**config.mk**
```make
export PLATFORM = sky130hd
export DESIGN_NAME = lps_seq
export DESIGN_NICKNAME = d
export VERILOG_FILES = /design/src/rtl/lps_pkg.sv /design/src/rtl/lps_core_fsm.sv /design/src/rtl/lps_cluster_fsm.sv /design/src/rtl/lps_core_out.sv /design/src/rtl/lps_seq.sv
export SDC_FILE = /design/constraint.sdc
export NUM_CORES = 1
export LEC_CHECK = 0
export ABC_CLOCK_PERIOD_IN_PS = 2900
export CORE_AREA = 8 8 144 146
export DETAILED_ROUTE_END_ITERATION = 16
export DIE_AREA = 0 0 152 154
export HOLD_SLACK_MARGIN = 0.06
export MAX_ROUTING_LAYER = met4
export PLACE_DENSITY_LB_ADDON = 0.12
export REMOVE_ABC_BUFFERS = 1
export SYNTH_ARGS = -nofsm -noshare
export SYNTH_HDL_FRONTEND = slang
export SYNTH_HIERARCHICAL = 1
export SYNTH_SLANG_ARGS = --single-unit
```
**constraint.sdc**
```tcl
create_clock -name clk -period 2.9 [get_ports clk]
set_input_delay 0.725 -clock clk [delete_from_list [all_inputs] [get_ports clk]]
set_output_delay 0.725 -clock clk [all_outputs]
set_load 0.01 [all_outputs]
```
**src/rtl/lps_pkg.sv**
```systemverilog
package lps_pkg;

    typedef enum logic [1:0] {
        CS_RUN   = 2'd0,
        CS_LIGHT = 2'd1,
        CS_DEEP  = 2'd2,
        CS_EXIT  = 2'd3
    } core_st_e;

    typedef enum logic [1:0] {
        OP_WAKE    = 2'd0,
        OP_LIGHT   = 2'd1,
        OP_DEEP    = 2'd2,
        OP_CLUSTER = 2'd3
    } cfg_op_e;

    typedef enum logic [1:0] {
        CL_IDLE  = 2'd0,
        CL_FLUSH = 2'd1,
        CL_DEEP  = 2'd2,
        CL_EXIT  = 2'd3
    } clus_st_e;

endpackage

```
**src/rtl/lps_core_fsm.sv**
```systemverilog
module lps_core_fsm
    import lps_pkg::*;
#(
    parameter int EXIT_CYCLES = 100,
    parameter int CNT_W       = 7
) (
    input  logic       clk,
    input  logic       rst_n,
    input  logic       freeze,
    input  logic       rel,
    input  logic       reg_light,
    input  logic       reg_deep,
    input  logic       reg_wake,
    input  logic [1:0] wait_p,
    input  logic       ev_ext,
    input  logic       ev_other,
    output core_st_e   st,
    output logic       wake_hit
);

    typedef struct packed {
        core_st_e         st;
        logic             by_reg;
        logic [1:0]       waits;
        logic [CNT_W-1:0] cnt;
    } core_reg_t;

    localparam core_reg_t RST_VAL = '{st: CS_RUN, by_reg: 1'b0, waits: 2'b00, cnt: '0};
    localparam logic [CNT_W-1:0] CNT_LOAD = CNT_W'(EXIT_CYCLES - 1);

    core_reg_t cur_q, nxt_d;
    logic [1:0] waits_acc;
    logic       asleep;

    assign waits_acc = cur_q.waits | wait_p;
    assign asleep    = (cur_q.st == CS_LIGHT) || (cur_q.st == CS_DEEP);
    // register-slept cores only accept the external trigger or a peer write
    assign wake_hit  = asleep && (reg_wake || ev_ext || (!cur_q.by_reg && ev_other));

    always_comb begin
        nxt_d = cur_q;
        if (rel) begin
            nxt_d.st     = CS_RUN;
            nxt_d.by_reg = 1'b0;
            nxt_d.waits  = 2'b00;
        end else if (!freeze) begin
            case (cur_q.st)
                CS_RUN: begin
                    if (reg_light) begin
                        nxt_d.st     = CS_LIGHT;
                        nxt_d.by_reg = 1'b1;
                        nxt_d.waits  = 2'b00;
                    end else if (reg_deep) begin
                        nxt_d.st     = CS_DEEP;
                        nxt_d.by_reg = 1'b1;
                        nxt_d.waits  = 2'b00;
                    end else if (&waits_acc) begin
                        nxt_d.st     = CS_DEEP;
                        nxt_d.by_reg = 1'b0;
                        nxt_d.waits  = 2'b00;
                    end else begin
                        nxt_d.waits  = waits_acc;
                    end
                end
                CS_LIGHT: begin
                    if (wake_hit) begin
                        nxt_d.st     = CS_RUN;
                        nxt_d.by_reg = 1'b0;
                    end
                end
                CS_DEEP: begin
                    if (wake_hit) begin
                        nxt_d.st     = CS_EXIT;
                        nxt_d.by_reg = 1'b0;
                        nxt_d.cnt    = CNT_LOAD;
                    end
                end
                default: begin
                    if (cur_q.cnt == '0) begin
                        nxt_d.st = CS_RUN;
                    end else begin
                        nxt_d.cnt = cur_q.cnt - 1'b1;
                    end
                end
            endcase
        end
    end

    always_ff @(posedge clk or negedge rst_n) begin
        if (!rst_n) begin
            cur_q <= RST_VAL;
        end else begin
            cur_q <= nxt_d;
        end
    end

    assign st = cur_q.st;

endmodule

```
**src/rtl/lps_cluster_fsm.sv**
```systemverilog
module lps_cluster_fsm
    import lps_pkg::*;
#(
    parameter int NUM_CORES   = 4,
    parameter int EXIT_CYCLES = 100,
    parameter int CNT_W       = 7
) (
    input  logic                 clk,
    input  logic                 rst_n,
    input  logic                 req,
    input  logic                 all_light,
    input  logic [NUM_CORES-1:0] wake_hits,
    input  logic                 flush_ack,
    output clus_st_e             cst,
    output logic [NUM_CORES-1:0] rel,
    output logic                 flush_req,
    output logic                 err
);

    typedef struct packed {
        clus_st_e             st;
        logic [NUM_CORES-1:0] pend;
        logic [CNT_W-1:0]     cnt;
        logic                 err;
    } clus_reg_t;

    localparam clus_reg_t RST_VAL = '{st: CL_IDLE, pend: '0, cnt: '0, err: 1'b0};
    localparam logic [CNT_W-1:0] CNT_LOAD = CNT_W'(EXIT_CYCLES - 1);

    clus_reg_t cur_q, nxt_d;
    logic [NUM_CORES-1:0] pend_acc;

    assign pend_acc = cur_q.pend | wake_hits;

    always_comb begin
        nxt_d = cur_q;
        case (cur_q.st)
            CL_IDLE: begin
                if (req) begin
                    if (all_light) begin
                        nxt_d.st   = CL_FLUSH;
                        nxt_d.pend = '0;
                    end else begin
                        nxt_d.err  = 1'b1;
                    end
                end
            end
            CL_FLUSH: begin
                nxt_d.pend = pend_acc;
                if (flush_ack) begin
                    nxt_d.st  = (|pend_acc) ? CL_EXIT : CL_DEEP;
                    nxt_d.cnt = CNT_LOAD;
                end
            end
            CL_DEEP: begin
                if (|wake_hits) begin
                    nxt_d.st   = CL_EXIT;
                    nxt_d.pend = wake_hits;
                    nxt_d.cnt  = CNT_LOAD;
                end
            end
            default: begin
                if (cur_q.cnt == '0) begin
                    nxt_d.st   = CL_IDLE;
                    nxt_d.pend = '0;
                end else begin
                    nxt_d.cnt  = cur_q.cnt - 1'b1;
                end
            end
        endcase
    end

    always_ff @(posedge clk or negedge rst_n) begin
        if (!rst_n) begin
            cur_q <= RST_VAL;
        end else begin
            cur_q <= nxt_d;
        end
    end

    assign cst       = cur_q.st;
    assign rel       = (cur_q.st == CL_EXIT && cur_q.cnt == '0) ? cur_q.pend : '0;
    assign flush_req = (cur_q.st == CL_FLUSH);
    assign err       = cur_q.err;

endmodule

```
**src/rtl/lps_core_out.sv**
```systemverilog
module lps_core_out
    import lps_pkg::*;
(
    input  core_st_e   st,
    input  clus_st_e   cst,
    output logic       fetch,
    output logic       snoop,
    output logic       clk_on,
    output logic       ret,
    output logic [1:0] code
);

    core_st_e eff;

    always_comb begin
        eff = st;
        if (cst == CL_DEEP) begin
            eff = CS_DEEP;
        end else if (cst == CL_EXIT) begin
            eff = CS_EXIT;
        end
    end

    always_comb begin
        case (eff)
            CS_RUN:   {fetch, snoop, clk_on, ret} = 4'b1110;
            CS_LIGHT: {fetch, snoop, clk_on, ret} = 4'b0110;
            CS_DEEP:  {fetch, snoop, clk_on, ret} = 4'b0001;
            default:  {fetch, snoop, clk_on, ret} = 4'b0010;
        endcase
        code = eff;
    end

endmodule

```
**src/rtl/lps_seq.sv**
```systemverilog
module lps_seq
    import lps_pkg::*;
#(
    parameter int NUM_CORES   = 4,
    parameter int EXIT_CYCLES = 100,
    localparam int ID_W       = (NUM_CORES > 1) ? $clog2(NUM_CORES) : 1
) (
    input  logic                   clk,
    input  logic                   rst_n,
    input  logic                   cfg_we,
    input  logic [1:0]             cfg_op,
    input  logic [ID_W-1:0]        cfg_src,
    input  logic [ID_W-1:0]        cfg_tgt,
    input  logic [2*NUM_CORES-1:0] thr_wait,
    input  logic [NUM_CORES-1:0]   ev_ext,
    input  logic [NUM_CORES-1:0]   ev_irq,
    input  logic [NUM_CORES-1:0]   ev_dbell,
    input  logic [NUM_CORES-1:0]   ev_stash,
    input  logic [NUM_CORES-1:0]   ev_resv,
    input  logic                   l2_flush_ack,
    output logic [NUM_CORES-1:0]   fetch_en,
    output logic [NUM_CORES-1:0]   snoop_en,
    output logic [NUM_CORES-1:0]   clk_en,
    output logic [NUM_CORES-1:0]   ret_req,
    output logic                   l2_flush_req,
    output logic                   cluster_deep,
    output logic [2*NUM_CORES-1:0] core_state,
    output logic                   clus_err
);

    localparam int CNT_W = (EXIT_CYCLES > 1) ? $clog2(EXIT_CYCLES) : 1;

    clus_st_e             cst;
    core_st_e             st_v [NUM_CORES];
    logic [NUM_CORES-1:0] light_v;
    logic [NUM_CORES-1:0] hits_v;
    logic [NUM_CORES-1:0] rel_v;
    logic                 freeze;
    logic                 clus_req;

    assign freeze   = (cst != CL_IDLE);
    assign clus_req = cfg_we && (cfg_op == OP_CLUSTER);

    for (genvar c = 0; c < NUM_CORES; c++) begin : g_core
        logic sel, r_light, r_deep, r_wake;

        assign sel     = cfg_we && (cfg_tgt == ID_W'(c));
        assign r_light = sel && (cfg_op == OP_LIGHT);
        assign r_deep  = sel && (cfg_op == OP_DEEP);
        assign r_wake  = sel && (cfg_op == OP_WAKE) && (cfg_src != ID_W'(c));

        lps_core_fsm #(
            .EXIT_CYCLES (EXIT_CYCLES),
            .CNT_W       (CNT_W)
        ) u_fsm (
            .clk       (clk),
            .rst_n     (rst_n),
            .freeze    (freeze),
            .rel       (rel_v[c]),
            .reg_light (r_light),
            .reg_deep  (r_deep),
            .reg_wake  (r_wake),
            .wait_p    (thr_wait[2*c +: 2]),
            .ev_ext    (ev_ext[c]),
            .ev_other  (ev_irq[c] | ev_dbell[c] | ev_stash[c] | ev_resv[c]),
            .st        (st_v[c]),
            .wake_hit  (hits_v[c])
        );

        assign light_v[c] = (st_v[c] == CS_LIGHT);

        lps_core_out u_out (
            .st     (st_v[c]),
            .cst    (cst),
            .fetch  (fetch_en[c]),
            .snoop  (snoop_en[c]),
            .clk_on (clk_en[c]),
            .ret    (ret_req[c]),
            .code   (core_state[2*c +: 2])
        );
    end

    lps_cluster_fsm #(
        .NUM_CORES   (NUM_CORES),
        .EXIT_CYCLES (EXIT_CYCLES),
        .CNT_W       (CNT_W)
    ) u_clus (
        .clk       (clk),
        .rst_n     (rst_n),
        .req       (clus_req),
        .all_light (&light_v),
        .wake_hits (hits_v),
        .flush_ack (l2_flush_ack),
        .cst       (cst),
        .rel       (rel_v),
        .flush_req (l2_flush_req),
        .err       (clus_err)
    );

    assign cluster_deep = (cst == CL_DEEP);

endmodule

```
## Word-level counts from Yosys, hierarchy flattened

Index checks and enable logic that the tools add are counted.

- Reductions and logical operators: 112
- Mux-type cells: 95
- $add $sub $neg: 5
- Bitwise gates (word level): 28
- Equality and inequality tests: 57

Operators by type and width:

| operator | number |
|---|---|
| 7-bit 2-to-1 mux | 10 |
| 5-bit AND reduction | 13 |
| 5-bit 2-to-1 mux | 12 |
| 7-bit one-hot mux with 2 select lines | 4 |
| 12-bit 2-to-1 mux | 4 |
| 2-bit 2-to-1 mux | 21 |
| 3-bit 2-to-1 mux | 12 |
| 7-bit logical NOT | 5 |
| 7-bit by 1-bit subtractor with 7-bit output (second input constant) | 5 |
| 1-bit logical AND | 30 |
| 2-bit == test (second input constant) | 14 |
| 2-bit one-hot mux with 3 select lines | 4 |
| 2-bit by 1-bit == test with 1-bit output (second input constant) | 11 |
| 2-bit logical NOT | 11 |
| 2-bit by 1-bit != test with 1-bit output (second input constant) | 11 |
| 7-bit one-hot mux with 3 select lines | 1 |
| 5-bit by 4-bit != test with 1-bit output (second input constant) | 4 |
| 4-bit nonzero test | 5 |
| 5-bit nonzero test | 4 |
| 6-bit 2-to-1 mux | 3 |
| 6-bit one-hot mux with 3 select lines | 1 |
| 1-bit 2-to-1 mux | 17 |
| 2-bit != test (second input constant) | 8 |
| 2-bit AND reduction | 8 |
| other kinds (17) | 79 |

- Register bits: 62
- Logic and storage cells: 317

## Depth between registers and ports, before layout

Gate-level depths: netlist (run 1).

- Depth after elaboration: 12
- Depth in mapped cells: 10

## Modules after synthesis

Netlist (run 1), hierarchy kept.

Modules (own cells, without submodules):

| module | cells each | instances | area each (sq um) | sequential area each (sq um) |
|---|---|---|---|---|
| lps_core_fsm (g_core[0].u_fsm ...) | 84 | 2 | 809.5 | 300.3 |
| lps_core_fsm (g_core[2].u_fsm ...) | 86 | 2 | 799.5 | 300.3 |
| lps_cluster_fsm | 94 | 1 | 918.4 | 350.3 |
| lps_seq | 31 | 1 | 221.5 | 0.0 |
| lps_core_out | 8 | 4 | 48.8 | 0.0 |

## Worst setup path after synthesis (run 1)

Ideal clock, no wire load.

- Kind: input to register
- Start: in ev_dbell[0]
- End: reg u_clus.cur_q (netlist bit u_clus/cst[1])
- Required time: 2.772 ns
- Arrival: 3.009 ns
- Path buffers: 0
- Slack: -0.237 ns
- Stages on the path: 8
- Path through: or4_1 > nor2b_1 > o31ai_2 > inv_2 > or4_4 > or2_2 > nand4_2 > mux2_1

- Longest elaborated chain between the ends: 9

Ends and longest elaborated chain:

| element | RTL line | RTL |
|---|---|---|
| start: declaration | lps_seq.sv:17 | `input logic [NUM_CORES-1:0] ev_dbell,` |
| 1-bit OR (3 in a row) | lps_seq.sv:65 | `.ev_other (ev_irq[c] \| ev_dbell[c] \| ev_stash[c] \| ev_resv[c]),` |
| 1-bit logical AND | lps_core_fsm.sv:38 | `assign wake_hit = asleep && (reg_wake \|\| ev_ext \|\| (!cur_q.by_reg && ev_other));` |
| 1-bit logical OR | lps_core_fsm.sv:38 |  |
| 1-bit logical AND | lps_core_fsm.sv:38 |  |
| via hits_v[0] | lps_seq.sv:36 | `logic [NUM_CORES-1:0] hits_v;` |
| 4-bit OR reduction | lps_cluster_fsm.sv:56 | `if (\|wake_hits) begin` |
| 2-bit by 1-bit != test with 1-bit output (no line) | -- |  |
| 5-bit AND reduction (no line) | -- |  |
| end signal: assignment | lps_cluster_fsm.sv:77 | `cur_q <= nxt_d;` |
| end: declaration | lps_cluster_fsm.sv:30 | `clus_reg_t cur_q, nxt_d;` |

The timed path passes the listed nets, and every way through them passes these cells.
A chain may end at the register's enable or synchronous reset.

## Worst setup path after layout (run 1)

- Start: in ev_irq[1]
- End: reg u_clus.cur_q (netlist bit u_clus/cst[1])

- Longest elaborated chain between the ends: 9

Ends and longest elaborated chain:

| element | RTL line | RTL |
|---|---|---|
| start: declaration | lps_seq.sv:16 | `input logic [NUM_CORES-1:0] ev_irq,` |
| 1-bit OR (3 in a row) | lps_seq.sv:65 |  |
| 1-bit logical AND | lps_core_fsm.sv:38 |  |
| 1-bit logical OR | lps_core_fsm.sv:38 |  |
| 1-bit logical AND | lps_core_fsm.sv:38 |  |
| via hits_v[1] | lps_seq.sv:36 |  |
| 4-bit OR reduction | lps_cluster_fsm.sv:56 |  |
| 2-bit by 1-bit != test with 1-bit output (no line) | -- |  |
| 5-bit AND reduction (no line) | -- |  |

The timed path passes the listed nets, and every way through them passes these cells.

==> flow_metrics.py, run 1 <==
metrics = {
    "critical_path": {
        "worstPathRequired_ps": 3110,
        "startpoint_type": "primary input",
        "critPathKind": "in2reg",
        "timing.rr.start": "u_clus/cur_q[5]$_DFFE_PN0P_",
        "timing.rr.end": "g_core[3].u_fsm/cur_q[6]$_DFFE_PN0P_",
        "max_stage_delay_ps": 570,
        "worst_path_most_repeated_cell": "or4_4",
        "cp-end-kind": "register",
        "cp_cell_sequence": "clkbuf_2 > or4_4 > nor2b_4 > o31ai_4 > inv_2 > or4_4 > or2_4 > nand4_4 > mux2_4",
        "worstPathMaxFanout": 3,
        "path_buf_inv": 2,
        "cpMaxStageDelayCell": "or4_4",
        "cp.arrival_ps": 3060,
        "regToRegSetupSlack_ps": 280,
        "r2r_cells": 8,
        "cp.depth": 9,
        "crit_family": "simple AND/OR/NAND/NOR gates",
    },
    "route": {
        "dr_total_vias": 4090,
        "route.detailed.drc": 0,
        "ant_nets": 0,
        "routed_wl_um": 12800,
        "wl_per_cell_um": 15.3,
        "drt_iter0_drc": 131,
        "viasPerCell": 4.92,
        "first_pass_iters": 4,
    },
    "logic_synthesis": {
        "synth_area_sq_mm": 0.00455,
        "synth-seq-area-share_pct": 34.1,
        "synth_cell_types": 70,
        "synth_enable_flop_cells": 0,
        "ys_ff_latch": 62,
        "async_flop_share_pct": 100,
        "postSynthCellCount": 497,
        "ys_warn_count": 6,
        "synth_xor_area_share_pct": 1.15,
        "synth-compound-area-share_pct": 22.5,
        "synth_ff_type": "dfrtp_1",
        "synth_top_family_by_area": "simple AND/OR/NAND/NOR gates",
        "synth_area_per_cell_sq_um": 9.16,
        "synth_adder_area_share_pct": 7.42,
        "synthMuxAreaShare_pct": 1.98,
        "yosys.area_share.simple_pct": 27.4,
    },
    "min_path": {
        "hp-class": "in2async",
    },
    "clock_network": {
        "path_clk_slew_ps": 50,
        "clock_path_buffers": 2,
        "cts_buffers": 9,
        "cts_root_buffer": "clkbuf_16",
        "holdBufCountCts": 0,
        "cts-htree-levels": 3,
        "clock_sinks": 62,
        "clk_latency_ps": 330,
        "tritoncts": "yes",
    },
    "layout": {
        "fin_nets": 659,
        "layout-drive-gt1-share_pct": 18.9,
        "diodes": 0,
        "finalInstanceArea_sq_mm": 0.00602,
        "area_growth_pct": 32.2,
        "post-route-util_pct": 32.6,
    },
    "sta": {
        "period_needed_ps": 2850,
        "max_clock_freq_ghz": 0.351,
        "maxSlewViolCount": 0,
        "period_share_pct": 98.1,
        "setup_viol": 0,
        "maxSlewHeadroom_pct": 60.6,
        "skew_ps": 3.24,
        "rsz0062_at_grt": "yes",
        "hold_viol_final": 0,
        "tightest_slew_ps": 591,
    },
    "pwr": {
        "report.power.total_mw": 6.54,
        "power.density_mw_per_mm2": 1090,
        "leakagePower_nw": 2.68,
        "ir_drop_v": 0.000361,
    },
    "floorplan": {
        "die_x_um": 152,
        "die_h_um": 154,
        "start_util_pct": 24.7,
        "pin_count": 65,
        "rows": 50,
        "coreArea_sq_mm": 0.0185,
        "die_area_sq_mm": 0.0234,
    },
    "global_routing": {
        "grt_max_degree": 23,
        "antenna_found_initial": 0,
        "grt_pass1_vias": 4239,
        "grt_pass1_wl_um": 21500,
        "grt_usage_pct": 11.5,
        "overflow": 0,
    },
    "place": {
        "numPortBuffers": 64,
        "dp_hpwl_um": 9980,
        "placed_area_sq_mm": 0.00564,
        "globalplace.congestion": 0.775,
    },
    "run": {
        "cap_violations": 0,
    },
    "outcome": {
        "status": "completed",
    },
}
==> routing by layer <==
layer  up-vias  wire length (um)  GRT usage, %
li1       2006                 -             -
met1      2013              5740          13.4
met2        55              6410          19.3
met3        16               363          1.93
met4         0               249          4.71
met5         -                 0             -
==> cell usage after synthesis (3+ instances only) <==
library cell	instances	area, sq um
nor4_1	8	50.1
a22oi_1	6	45.0
a211oi_4	4	80.1
nand3b_1	3	22.5
xor2_1	4	35.0
nor3_1	16	80.1
or4_4	4	45.0
dfrtp_1	62	1550
o2111a_1	4	45.0
or3_1	6	37.5
inv_1	39	146
a22o_1	10	87.6
and3_1	6	37.5
o21ai_0	12	60.1
o21a_1	8	60.1
a31oi_1	4	25.0
or4_1	9	67.6
nor2_2	6	37.5
mux2_1	8	90.1
nand2b_1	8	50.1
a21oi_1	48	240
or2_2	7	43.8
a21o_1	4	30.0
nor3b_1	6	45.0
nor2_1	67	251
nor2b_1	7	43.8
clkbuf_1	3	11.3
ha_1	27	338
nand2_1	11	41.3
buf_4	11	82.6
a221oi_1	6	52.6
o211ai_1	6	45.0
==> layout by cell type (no fill, tap or decap), types with 6 or more instances in the layout <==
cell type / n
inv_1: 39
nor3_1: 16
a22o_1: 10
clkdlybuf4s50_1: 41
or3_1: 6
a22oi_1: 6
buf_4: 35
dlygate4sd2_1: 11
a221oi_1: 6
o21ai_0: 12
nand2_1: 11
nor2_2: 6
nand2b_1: 7
or4_4: 8
o21a_1: 7
nor3b_1: 6
mux2_1: 6
nor2_1: 67
dfrtp_1: 62
ha_1: 27
and3_1: 6
a21oi_1: 48
o211ai_1: 6
clkbuf_16: 9
nor4_1: 8
==> worst max-delay path by stage <==
stage	start	slack, ps	to
after floorplan	ev_dbell[0]	-240	u_clus/cst[1]$_DFFE_PN0P_
after global placement	ev_dbell[0]	-620	u_clus/cst[1]$_DFFE_PN0P_
after detailed placement	ev_dbell[0]	-630	u_clus/cst[0]$_DFFE_PN0P_
after CTS	cfg_op[1]	5	u_clus/cur_q[7]$_DFFE_PN0P_
after global routing	ev_irq[1]	-6	u_clus/cst[0]$_DFFE_PN0P_
final	ev_irq[1]	50	u_clus/cst[1]$_DFFE_PN0P_
==> timing repair <==
action | in CTS | in global routing
hold endpoints to repair | 0 | 0
pin swaps | 10 | 9
setup buffers | 1 | 1
gates resized for setup | 44 | 13
cloned | 0 | 0
endpoints found under the setup margin | 13 | 14
==> cell type report <==
| type | instances | area, sq um |
|---|---|---|
| clock buffers | 13 | 240 |
| clock inverters | 2 | 10.0 |
| fillers | 1902 | 12400 |
| inverters | 41 | 154 |
| multi-input cells | 380 | 2880 |
| flip-flops and latches | 62 | 1550 |
| well taps | 234 | 293 |
| repair buffers | 100 | 893 |
==> through the flow <==
stage	setup slack, ps	cells	TNS, ps	hold slack [ps]
floorplan	-237	483	-1510	429
global placement	-625	815	-8630	482
detailed placement	-635	815	-9100	488
CTS	5.01	831	0	396
global route	-6.36	832	-8.94	428
finish	54.6	832	0	383
==> registers in the layout, summed over array words and instances (netlist names) <==
name / flops
g_core.u_fsm/st: 8
u_clus/cur_q: 11
u_clus/cst: 2
g_core.u_fsm/cur_q: 40
u_clus/err: 1
==> kinds of logic (layout without fill, tap and decap cells) <==
group                    after synthesis  count (layout)
AO/OA/AOI/OAI                        138             138
XOR/XNOR                               6               6
adder cells (fa/ha/maj)               27              27
buffers and inverters                 55             156
flip-flops                            62              62
multiplexers                           8               8
AND/OR/NAND/NOR                      201             201
==> power breakdown <==
part	switching, mW	internal [mW]
registers	0.438	1.23
logic	2.02	1.92
clock network	0.372	0.571
Note: power is estimated with default switching activity, not from simulation.
==> inputs of run 2 (changes only) <==
- CTS_CLUSTER_SIZE: not set -> 10
==> results of run 2 <==
No change in the layout: final DEF, timing and power equal those of run 1.
